<file path="src/rtl/hxc_pkg.sv">
package hxc_pkg;

  // index of the latch whose write completes a word
  function automatic int cmpl_index(input logic hi_last, input int n_bytes);
    return hi_last ? 0 : n_bytes - 1;
  endfunction

  // status bit 7 source selection
  function automatic logic req_summary(input logic dual, input logic rt,
                                       input logic rr, input logic rh);
    return dual ? (rt | rr) : rh;
  endfunction

  // host status byte layout
  function automatic logic [7:0] pack_status(input logic txde, input logic full,
                                             input logic [1:0] hf, input logic req);
    return {req, 2'b00, hf[1], hf[0], txde & ~full, txde, 1'b0};
  endfunction

endpackage

</file>
<file path="src/rtl/hxc_tx_latch.sv">
module hxc_tx_latch #(
  parameter int BYTE_W  = 8,
  parameter int N_BYTES = 3,
  localparam int ADDR_W = (N_BYTES > 1) ? $clog2(N_BYTES + 1) : 1,
  localparam int WORD_W = BYTE_W * N_BYTES
) (
  input  logic              clk,
  input  logic              rst_n,
  input  logic              wr,
  input  logic [ADDR_W-1:0] addr,
  input  logic [BYTE_W-1:0] wdata,
  input  logic              hi_last,
  input  logic              init,
  input  logic              core_full,
  output logic [WORD_W-1:0] merged_word,
  output logic              txde_q,
  output logic              txde_d,
  output logic              wr_complete,
  output logic              xfer_load
);
  import hxc_pkg::*;

  logic [N_BYTES-1:0][BYTE_W-1:0] byte_q;
  logic [N_BYTES-1:0][BYTE_W-1:0] byte_d;

  for (genvar i = 0; i < N_BYTES; i++) begin : g_byte
    assign byte_d[i] = (wr && addr == ADDR_W'(i)) ? wdata : byte_q[i];
    assign merged_word[WORD_W-1-i*BYTE_W -: BYTE_W] = byte_d[i];
  end

  assign wr_complete = wr && (addr == ADDR_W'(cmpl_index(hi_last, N_BYTES)));
  assign xfer_load   = !core_full && !init && (!txde_q || wr_complete);

  always_comb begin
    txde_d = txde_q;
    if (init)             txde_d = 1'b1;
    else if (xfer_load)   txde_d = 1'b1;
    else if (wr_complete) txde_d = 1'b0;
  end

  always_ff @(posedge clk or negedge rst_n) begin
    if (!rst_n) begin
      byte_q <= '0;
      txde_q <= 1'b1;
    end else begin
      byte_q <= byte_d;
      txde_q <= txde_d;
    end
  end

endmodule

</file>
<file path="src/rtl/hxc_rx_reg.sv">
module hxc_rx_reg #(
  parameter int WORD_W = 24
) (
  input  logic              clk,
  input  logic              rst_n,
  input  logic              load,
  input  logic [WORD_W-1:0] load_word,
  input  logic              rd,
  output logic [WORD_W-1:0] data_q,
  output logic              full_q
);
  always_ff @(posedge clk or negedge rst_n) begin
    if (!rst_n) begin
      data_q <= '0;
      full_q <= 1'b0;
    end else if (load) begin
      data_q <= load_word;
      full_q <= 1'b1;
    end else if (rd) begin
      full_q <= 1'b0;
    end
  end
endmodule

</file>
<file path="src/rtl/hxc_req_gen.sv">
module hxc_req_gen (
  input  logic clk,
  input  logic rst_n,
  input  logic dual,
  input  logic treq_en,
  input  logic rreq_en,
  input  logic tx_cond,
  input  logic rx_cond,
  output logic req_tx,
  output logic req_rx,
  output logic req_host
);
  logic tx_want, rx_want;
  assign tx_want = treq_en & tx_cond;
  assign rx_want = rreq_en & rx_cond;

  always_ff @(posedge clk or negedge rst_n) begin
    if (!rst_n) begin
      req_tx   <= 1'b0;
      req_rx   <= 1'b0;
      req_host <= 1'b0;
    end else begin
      req_tx   <= dual & tx_want;
      req_rx   <= dual & rx_want;
      req_host <= ~dual & (tx_want | rx_want);
    end
  end
endmodule

</file>
<file path="src/rtl/hxc_host_tx_chan.sv">
module hxc_host_tx_chan #(
  parameter int BYTE_W  = 8,
  parameter int N_BYTES = 3,
  localparam int ADDR_W = (N_BYTES > 1) ? $clog2(N_BYTES + 1) : 1,
  localparam int WORD_W = BYTE_W * N_BYTES
) (
  input  logic              clk,
  input  logic              rst_n,
  input  logic              host_wr,
  input  logic [ADDR_W-1:0] host_addr,
  input  logic [BYTE_W-1:0] host_wdata,
  input  logic              host_init,
  input  logic              ctl_hi_last,
  input  logic              ctl_treq_en,
  input  logic              ctl_rreq_en,
  input  logic              ctl_dual,
  input  logic              rx_has_data,
  input  logic              core_hf_we,
  input  logic [1:0]        core_hf_d,
  input  logic              core_rd,
  output logic [WORD_W-1:0] core_data,
  output logic              core_full,
  output logic [7:0]        status,
  output logic              req_tx,
  output logic              req_rx,
  output logic              req_host
);
  import hxc_pkg::*;

  logic [WORD_W-1:0] merged_word;
  logic              txde_q, txde_d;
  logic              wr_complete, xfer_load;
  logic [1:0]        hf_q;

  hxc_tx_latch #(.BYTE_W(BYTE_W), .N_BYTES(N_BYTES)) u_latch (
    .clk(clk), .rst_n(rst_n), .wr(host_wr), .addr(host_addr), .wdata(host_wdata),
    .hi_last(ctl_hi_last), .init(host_init), .core_full(core_full),
    .merged_word(merged_word), .txde_q(txde_q), .txde_d(txde_d),
    .wr_complete(wr_complete), .xfer_load(xfer_load)
  );

  hxc_rx_reg #(.WORD_W(WORD_W)) u_rx (
    .clk(clk), .rst_n(rst_n), .load(xfer_load), .load_word(merged_word),
    .rd(core_rd), .data_q(core_data), .full_q(core_full)
  );

  hxc_req_gen u_req (
    .clk(clk), .rst_n(rst_n), .dual(ctl_dual), .treq_en(ctl_treq_en),
    .rreq_en(ctl_rreq_en), .tx_cond(txde_d), .rx_cond(rx_has_data),
    .req_tx(req_tx), .req_rx(req_rx), .req_host(req_host)
  );

  always_ff @(posedge clk or negedge rst_n) begin
    if (!rst_n)          hf_q <= 2'b00;
    else if (core_hf_we) hf_q <= core_hf_d;
  end

  assign status = pack_status(txde_q, core_full, hf_q,
                              req_summary(ctl_dual, req_tx, req_rx, req_host));

endmodule

</file>
<file path="config.mk">
export PLATFORM = sky130hd
export DESIGN_NAME = hxc_host_tx_chan
export DESIGN_NICKNAME = d
export VERILOG_FILES = /design/src/rtl/hxc_pkg.sv /design/src/rtl/hxc_tx_latch.sv /design/src/rtl/hxc_rx_reg.sv /design/src/rtl/hxc_req_gen.sv /design/src/rtl/hxc_host_tx_chan.sv
export SDC_FILE = /design/constraint.sdc
export NUM_CORES = 1
export LEC_CHECK = 0
export BUFFER_PORTS_ARGS = -buffer_cell sky130_fd_sc_hd__buf_2
export CAP_MARGIN = 10
export CORE_UTILIZATION = 45
export CTS_CLUSTER_DIAMETER = 40
export DETAILED_ROUTE_END_ITERATION = 10
export HOLD_SLACK_MARGIN = 0.02
export PLACE_DENSITY_LB_ADDON = 0.2
export SLEW_MARGIN = 10
export SYNTH_ARGS = -nofsm -noshare
export SYNTH_HDL_FRONTEND = slang
export SYNTH_HIERARCHICAL = 1
export SYNTH_SLANG_ARGS = --single-unit
</file>
<file path="constraint.sdc">
create_clock -name clk -period 3.91 [get_ports clk]
set_input_delay 0.9775 -clock clk [delete_from_list [all_inputs] [get_ports clk]]
set_output_delay 0.9775 -clock clk [all_outputs]
set_load 0.05 [all_outputs]
</file>
# Yosys cells after proc, flatten, opt, wreduce, memory -nomap -nowiden
# Cells that the tools add are included.
# W data, S select, Z words.
# totals
memories	0
output_inout_bits	36
mem_bits_ro	0
latch_bits	0
reg_bits	55
ram_bits	0
inputBits	23
# classes
mux	10
n_div	0
add_sub_neg	0
n_lt_le_gt_ge	0
eq_ne	3
shifts	0
bitwise_logic	10
n_mul	0
reduce_logical	12
# op_table
cell	count
$mux W8	3
$and A1 B1 Y1	6
$logic_and A1 B1 Y1	6
$mux W1	6
$logic_not A1 Y1	3
$eq A2 B1 Y1 const B	1
$eq A2 B2 Y1	1
$eq A2 B2 Y1 const B	1
$logic_not A2 Y1	1
$mux W2	1
$not A1 Y1	2
$or A1 B1 Y1	2
$reduce_bool A2 Y1	1
$logic_or A1 B1 Y1	1

# Logic depth before layout (Yosys ltp)
# Gate-level depths: netlist of run 1.
# logic_depth
word_depth	10
ltp_mapped	5
depth_no_buf	4

# Hierarchy
# The synthesis of run 1 kept the hierarchy.
# modules_own_cells
module	cells_each	seq_area_each_um2	instances	area_per_inst_um2
hxc_rx_reg	54	625.6	1	1029.7
hxc_tx_latch	59	626.9	1	998.5
hxc_host_tx_chan	13	50.0	1	125.1
hxc_req_gen	7	75.1	1	100.1

# Worst setup path before layout of run 1
# OpenSTA, ideal clock, no wires.
# synth_path
path_kind	input port to output port
from	input port ctl_dual
to	output port status[7]
required_time_ns	2.933
cell_stages	2
setup_slack_ns	1.148
t_arrival_ns	1.784
n_path_buf	0
path_cell_list	nor2_1 > a21oi_1
# synth_via
elab_chain_cells	1
# synth_lines
item	line	source
start: declaration	hxc_host_tx_chan.sv:16	input logic ctl_dual,
$mux W1	hxc_pkg.sv:11	return dual ? (rt | rr) : rh;
end: declaration	hxc_host_tx_chan.sv:23	output logic [7:0] status,
# No other way between the ends.

# Worst setup path in the final report of run 1
# Ends and elaborated chain as after synthesis.

==> results of run 1 <==
## routing by layer
metal	vias up	wire, um
met3	9	139
met2	28	2160
met1	636	1760
li1	576	-
met5	-	0
met4	0	112
## layout make-up
type	count	area [um2]	share of cell area, %
flip-flops and latches	55	1380	51.9
multi-input cells	70	806	30.4
repair buffers	57	290	10.9
well taps	67	83.8	3.16
clock buffers	6	82.6	3.11
inverters	2	7.51	0.283
clock inverters	1	5.00	0.189
## per-stage QoR
stage                     total power [W]  worst slack [ps]  cell area [um2]
after floorplan                   0.00145              1150             2250
final                             0.00195              1430             2650
after detailed placement          0.00166              1140             2560
after global routing              0.00204              1360             2650
after global placement            0.00163              1180             2560
after CTS                         0.00197              1430             2650
## where the power goes
part	switching [W]	internal [W]
combinational	0.000568	0.000265
clock	0.000170	0.000139
sequential	0.0000788	0.000730
## flip-flops by register name, indices dropped and copies added, names as in the netlist
name / count
u_rx/full_q: 1
u_req/req_tx: 1
u_latch/byte_q: 24
u_latch/txde_q: 1
u_req/req_host: 1
u_req/req_rx: 1
hf_q: 2
u_rx/data_q: 24
## worst register-to-register path, cell delays in order (launching register included)
cell,delay [ps]
dfrtp_1,470
or4b_1,560
o32ai_4,120
buf_4,420
mux2_2,410
## cell usage in the layout (no fill, tap or decap), types with 2 or more instances in the layout
cell and instances:
buf_2 55, buf_4 2, clkbuf_8 6, conb_1 3
dfrtp_1 54, inv_1 2, mux2_2 31, mux2_4 19
nand3b_2 2, nor2_1 3
## final timing paths
check / startpoint / endpoint / slack, ps
setup / recovery: ctl_dual / status[7] / 1430
hold / removal: u_latch/byte_q[19]$_DFF_PN0_ / u_latch/byte_q[19]$_DFF_PN0_ / 510
setup reg to reg: u_rx/full_q$_DFFE_PN0P_ / u_rx/data_q[23]$_DFFE_PN0P_ / 1820
hold reg to reg: u_latch/byte_q[19]$_DFF_PN0_ / u_latch/byte_q[19]$_DFF_PN0_ / 510
max in group asynchronous: rst_n / u_rx/data_q[19]$_DFFE_PN0P_ / 2390
min in group asynchronous: rst_n / u_req/req_rx$_DFF_PN0_ / 760
==> impl_metrics.env, run 1 <==
export IMPL_rows=25
export IMPL_grtUsageMet2_pct=29.2
export IMPL_worstRegToRegCells=4
export IMPL_grt_max_degree=38
export IMPL_port_buffers=55
export IMPL_finalWeightedCongestion=0.800
export IMPL_hold_viol=0
export IMPL_grt_overflow=0
export IMPL_fin_util_pct=55.8
export IMPL_top_usage_layer="met2"
export IMPL_ios=59
export IMPL_die_w_um=72.6
export IMPL_finalCriticalPeriod_ps=2480
export IMPL_fillers=414
export IMPL_rsz0062_at_grt="no"
export IMPL_max_stage_delay_ps=270
export IMPL_crit_type="primary input to primary output"
export IMPL_synth_warnings=6
export IMPL_drv_cap=0
export IMPL_clock_skew_ps=5.02
export IMPL_cp_slowest_cell="buf_2"
export IMPL_min_path_type="register to register"
export IMPL_worstPathArrival_ps=1500
export IMPL_cts_buffers=5
export IMPL_cp_cell_sequence="buf_2 > nor2_1 > a21oi_1 > buf_2"
export IMPL_drt_total_wl_um=4170
export IMPL_die_area_mm2=0.00528
export IMPL_crit_top_cell="buf_2"
export IMPL_viasPerCell=4.84
export IMPL_power_density_mw_per_mm2=736
export IMPL_fin_cells=258
export IMPL_drtAntennaViolNets=0
export IMPL_status="finished clean"
export IMPL_holdWs_ps=505
export IMPL_endpoint_kind="primary output"
export IMPL_hold_buffers=0
export IMPL_drive_gt1_share_pct=62.8
export IMPL_finalCritPeriodShare_pct=63.3
export IMPL_cts_tree="built"
export IMPL_critPathRequiredTime_ps=2930
export IMPL_tightest_slew_ps=819
export IMPL_cts_resized=0
export IMPL_fmax_mhz=404
export IMPL_clkTransAtPathRegs_ps=80
export IMPL_setup_violations=0
export IMPL_worst_path_max_fanout=5
export IMPL_clockBufferDepth=2
export IMPL_ir_drop_uv=393
export IMPL_final_setup_tns_ps=0
export IMPL_drt_first_iter_violations=69
export IMPL_nets=214
export IMPL_wire_per_inst_um=16.1
export IMPL_cp_top_family="buffers and inverters"
export IMPL_critPathLaunchType="primary input"
export IMPL_worst_path_buf_inv=2
export IMPL_clk_root_buffer_cell="clkbuf_8"
export IMPL_htreeDepth=2
export IMPL_leakagePower_nw=1.28
export IMPL_initial_core_util_pct=47.2
export IMPL_drc=0
export IMPL_antenna_cells=0
export IMPL_dp_cells=251
export IMPL_grt_first_pass_wirelength_um=7020
export IMPL_die_h_um=72.6
export IMPL_core_region_area_mm2=0.00475
export IMPL_syn_avg_cell_area_um2=17.0
export IMPL_slew_viol_final=0
export IMPL_grt_pass1_vias=1399
export IMPL_syn_to_final_growth_pct=18.1
export IMPL_gr_usage_all_layers_pct=18.3
export IMPL_synth_area_mm2=0.00225
export IMPL_dr_pass1_iters=4
export IMPL_met3_usage_pct=3.73
export IMPL_cts_setup_buffers=0
export IMPL_dp_hpwl_um=2990
export IMPL_insertion_delay_ps=310
export IMPL_slew_headroom_pct=45.4
export IMPL_critical_path_depth=4
export IMPL_synthCells=132
export IMPL_cts_num_sinks=55
export IMPL_met1_usage_pct=23.2
export IMPL_dr_total_vias=1249
export IMPL_antenna_found_initial=0
export IMPL_whs_path_depth=1
Power figures use the tool's default switching activity.
==> run 2: changes to the inputs <==
Clock period 3.91 ns to 2 ns, I/O delays scaled along.
==> run 2 against run 1 <==
Against the previous run:
- worst hold slack worse by 350 ps
- global-route usage is 1.4 points lower
- first-iteration DRC count is 25% lower
- final cell count is 2.7% higher
- critical path type is now register to register
- critical endpoint is now u_rx/data_q[2]$_DFFE_PN0P_
==> impl_metrics.env, run 2 (synthesized netlist as in run 1, its figures left out) <==
export IMPL_finalCritPeriodShare_pct=89.4
export IMPL_drt_met1_wl_um=1790
export IMPL_placed_area_mm2=0.00265
export IMPL_dr_total_vias=1294
export IMPL_holdWs_ps=157
export IMPL_drc=0
export IMPL_grt_max_degree=35
export IMPL_hold_buffers=0
export IMPL_clk_root_buffer_cell="clkbuf_8"
export IMPL_syn_to_final_growth_pct=21.7
export IMPL_finalCriticalPeriod_ps=1790
export IMPL_rsz0062_at_grt="no"
export IMPL_ios=59
export IMPL_finalWeightedCongestion=0.815
export IMPL_route_met2_wl_um=1940
export IMPL_multi_input_area_um2=810
export IMPL_htreeDepth=2
export IMPL_setup_violations=0
export IMPL_port_buffers=55
export IMPL_drv_cap=0
export IMPL_layout_commonest_cell="buf_2"
export IMPL_slew_headroom_pct=66.7
export IMPL_die_w_um=72.6
export IMPL_cts_num_sinks=55
export IMPL_gr_usage_all_layers_pct=16.9
export IMPL_clock_skew_ps=4.75
export IMPL_drt_total_wl_um=3990
export IMPL_antenna_found_initial=0
export IMPL_cts_setup_buffers=0
export IMPL_critPathLaunchType="register"
export IMPL_core_region_area_mm2=0.00475
export IMPL_cts_buffers=5
export IMPL_worst_path_max_fanout=9
export IMPL_die_area_mm2=0.00528
export IMPL_dp_hpwl_um=2890
export IMPL_insertion_delay_ps=300
export IMPL_top_layer="met4"
export IMPL_fillers=415
export IMPL_hold_viol=0
export IMPL_clkTransAtPathRegs_ps=90
export IMPL_wire_per_inst_um=15.0
export IMPL_dr_wl_met3_um=178
export IMPL_nets=220
export IMPL_grt_overflow=0
export IMPL_clockBufferDepth=2
export IMPL_fmax_mhz=559
export IMPL_power_density_mw_per_mm2=1380
export IMPL_reg_top3="u_latch/byte_q (24), u_rx/data_q (24), hf_q (2)"
export IMPL_ir_drop_uv=859
export IMPL_setup_ws_ps=211
export IMPL_drtAntennaViolNets=0
export IMPL_die_h_um=72.6
export IMPL_endpoint_kind="register"
export IMPL_tightest_slew_ps=500
export IMPL_regArea_mm2=0.00138
export IMPL_drt_first_iter_violations=52
export IMPL_final_cell_mix="buf_2 (55), dfrtp_1 (54), mux2_2 (31)"
export IMPL_initial_core_util_pct=47.2
export IMPL_finalInstanceArea_mm2=0.00273
export IMPL_dr_pass1_iters=4
export IMPL_place_ws_ps=-68.8
export IMPL_crit_type="register to register"
export IMPL_leakagePower_nw=1.32
export IMPL_min_path_type="primary input to asynchronous set/reset pin"
export IMPL_cts_tree="built"
export IMPL_status="finished clean"
export IMPL_rows=25
export IMPL_worstPathArrival_ps=1980
export IMPL_viasPerCell=4.88
export IMPL_cts_resized=0
export IMPL_p_total_w=0.00378
export IMPL_drive_gt1_share_pct=63.6
export IMPL_grt_first_pass_wirelength_um=6640
export IMPL_critPathRequiredTime_ps=2190
export IMPL_slew_viol_final=0
export IMPL_antenna_cells=0
export IMPL_grt_pass1_vias=1363
run 2: cell types whose count changed in the layout (fill, tap and decap cells not counted):
cell and delta:
a21oi_2 +1, clkbuf_1 +2, clkbuf_8 -1, buf_4 +3, a21oi_1 -1, buf_12 +3
run 2: path summary, 6_finish.rpt:
path	end	slack [ps]	cells past startpoint	from
min reg2reg	u_latch/byte_q[6]$_DFF_PN0_	500	1	u_latch/byte_q[6]$_DFF_PN0_
min	u_rx/data_q[3]$_DFFE_PN0P_	160	1	rst_n
max	u_rx/data_q[2]$_DFFE_PN0P_	210	4	u_rx/full_q$_DFFE_PN0P_
min in group clk	u_req/req_host$_DFF_PN0_	410	2	ctl_dual
max in group asynchronous	u_latch/txde_q$_DFF_PN1_	1220	2	rst_n
max reg2reg	u_rx/data_q[2]$_DFFE_PN0P_	210	4	u_rx/full_q$_DFFE_PN0P_
run 2: where the power goes:
part | switching (W) | internal [W] | total [W]
Combinational | 0.00110 | 0.000532 | 0.00164
Sequential | 0.000138 | 0.00143 | 0.00156
Clock | 0.000329 | 0.000247 | 0.000576
run 2: through the flow:
step	instances	util [%]	setup TNS, ps
2_1_floorplan	134	-	0
3_3_place_gp	257	55.8	-320
3_5_place_dp	257	55.8	-778
4_1_cts	265	57.5	0
5_1_grt	265	57.5	0
6_report	265	57.5	0
run 2: worst max-delay path, stage by stage, from the launching register on:
cell	delay, ps
dfrtp_1	380
or4b_1	530
o32ai_4	170
buf_4	280
mux2_4	320
run 2: area by class of cell:
cell class,instances,share of cell area [%]
well taps,67,3.07
clock inverters,1,0.183
multi-input cells,70,29.6
flip-flops and latches,55,50.4
inverters,2,0.275
clock buffers,7,2.79
repair buffers,63,13.6
run 2: metal layers:
metal	vias up	track usage, %
met5	-	0
met4	0	6.54
met3	11	5.25
met2	32	26.6
met1	662	22.0
li1	589	-
==> run 3: changes to the inputs <==
Clock period 2 ns to 1.65 ns, I/O delays scaled along.
==> run 3 against run 2 <==
Against the previous run:
- the run now ends with negative setup slack left
- sequential power grew 22%
- combinational power increased by 21%
- final cell count rose by 1.5%
- die area unchanged
- critical path type unchanged
- count of clock-buffer cells in the layout decreased by 2
- core utilization grew 0.61 points
- sequential cell count unchanged
==> impl_metrics.env, run 3 (synthesized netlist as in run 1, its figures left out) <==
export IMPL_status="finished with violations"
export IMPL_violations="negative setup slack"
export IMPL_layout_commonest_cell="buf_2"
export IMPL_cts_tree="built"
export IMPL_grt_max_degree=29
export IMPL_cts_num_sinks=55
export IMPL_top_usage_layer="met2"
export IMPL_cts_buffers=5
export IMPL_rsz0062_at_grt="yes"
export IMPL_clockBufferDepth=2
export IMPL_placed_area_mm2=0.00264
export IMPL_critPathLaunchType="register"
export IMPL_regArea_mm2=0.00138
export IMPL_drc=0
export IMPL_drt_total_wl_um=3880
export IMPL_clkTransAtPathRegs_ps=100
export IMPL_fin_cells=269
export IMPL_final_cell_mix="buf_2 (55), dfrtp_1 (53), mux2_2 (30)"
export IMPL_viasPerCell=4.76
export IMPL_fin_util_pct=58.1
export IMPL_min_path_type="primary input to asynchronous set/reset pin"
export IMPL_place_ws_ps=-296
export IMPL_gr_usage_all_layers_pct=16.6
export IMPL_worstRegToRegCells=4
export IMPL_endpoint_kind="register"
export IMPL_ios=59
export IMPL_dr_pass1_iters=4
export IMPL_finalInstanceArea_mm2=0.00276
export IMPL_drive_gt1_share_pct=66.3
export IMPL_wire_per_inst_um=14.4
export IMPL_critPathRequiredTime_ps=1840
export IMPL_clock_skew_ps=4.89
export IMPL_syn_to_final_growth_pct=23.0
export IMPL_worst_path_max_fanout=16
export IMPL_grt_pass1_vias=1327
export IMPL_power_density_mw_per_mm2=1670
export IMPL_die_area_mm2=0.00528
export IMPL_slew_viol_final=0
export IMPL_drv_cap=0
export IMPL_clk_root_buffer_cell="clkbuf_8"
export IMPL_dp_hpwl_um=2860
export IMPL_grtUsageMet2_pct=28.5
export IMPL_htreeDepth=2
export IMPL_port_buffers=55
export IMPL_multi_input_area_um2=817
export IMPL_hold_buffers=0
export IMPL_die_w_um=72.6
export IMPL_dp_cells=259
export IMPL_r2r_setup_slack_ps=-90
export IMPL_hold_viol=0
export IMPL_setup_violations=24
export IMPL_nets=224
export IMPL_core_region_area_mm2=0.00475
export IMPL_crit_type="register to register"
export IMPL_drtAntennaViolNets=0
export IMPL_fillers=418
export IMPL_dr_total_vias=1280
export IMPL_finalWeightedCongestion=0.780
export IMPL_antenna_found_initial=0
export IMPL_met3_usage_pct=4.42
export IMPL_reg_top3="u_latch/byte_q (24), u_rx/data_q (24), hf_q (2)"
export IMPL_fmax_mhz=574
export IMPL_finalCriticalPeriod_ps=1740
export IMPL_antenna_cells=0
export IMPL_regToRegStartpoint="u_rx/full_q$_DFFE_PN0P_"
export IMPL_met1_usage_pct=20.1
export IMPL_r2r_end="u_rx/data_q[21]$_DFFE_PN0P_"
export IMPL_insertion_delay_ps=300
export IMPL_grt_overflow=0
export IMPL_drt_first_iter_violations=30
export IMPL_p_total_w=0.00461
export IMPL_grt_first_pass_wirelength_um=6510
export IMPL_worstPathArrival_ps=1930
export IMPL_leakagePower_nw=1.33
export IMPL_die_h_um=72.6
export IMPL_initial_core_util_pct=47.2
export IMPL_ir_drop_uv=761
export IMPL_setup_ws_ps=-92.0
export IMPL_rows=25
export IMPL_finalCritPeriodShare_pct=106
run 3: cell count changes in the layout (fill, tap and decap cells not counted), sizes merged:
cell	previous run	this run
clkinvlp	0	2
buf	63	67
clkbuf	7	5
run 3: per-layer routing:
layer | share of wire, % | vias to the layer above
met5 | 0 | -
met4 | 1.5 | 0
met3 | 3.6 | 5
met2 | 53 | 26
met1 | 42 | 649
li1 | - | 600
run 3: final cells by class:
class                      count  area share (%)
inverter                       2           0.272
sequential                    55            49.9
timing repair buffer          67            14.0
multi-input combinational     70            29.6
clock buffer                   5            2.49
clock inverter                 3           0.725
tap                           67            3.04
run 3: power by group:
group          switching [W]  total (W)  leakage [nW]  internal, W
Combinational        0.00134    0.00199         0.634     0.000653
Clock               0.000424   0.000720        0.0402     0.000296
Sequential          0.000169    0.00190         0.661      0.00173
run 3: worst max-delay path by stage:
stage	slack, ps	from	end
after CTS	-110	u_rx/full_q$_DFFE_PN0P_	u_rx/data_q[21]$_DFFE_PN0P_
after detailed placement	-300	host_addr[0]	u_rx/data_q[11]$_DFFE_PN0P_
final	-90	u_rx/full_q$_DFFE_PN0P_	u_rx/data_q[21]$_DFFE_PN0P_
after global routing	-150	u_rx/full_q$_DFFE_PN0P_	u_rx/data_q[21]$_DFFE_PN0P_
after floorplan	-220	u_rx/full_q$_DFFE_PN0P_	u_rx/data_q[10]$_DFFE_PN0P_
after global placement	-290	host_addr[0]	u_rx/data_q[11]$_DFFE_PN0P_
run 3: timing repair:
| action | in CTS | in global routing |
|---|---|---|
| gates resized for setup | 5 | 0 |
| setup buffers | 1 | 0 |
| gates cloned | 1 | 0 |
| setup endpoints to repair | 25 | 24 |
run 3: worst max-delay path, stage by stage (launching register included):
cell,delay (ps)
dfrtp_2,410
or4b_4,490
o32ai_4,170
buf_12,210
mux2_2,340
run 3: through the flow:
step	TNS (ps)	hold WS (ps)
floorplan	-4730	117
global placement	-6270	435
detailed placement	-6410	444
CTS	-1620	106
global route	-2500	123
finish	-1260	103
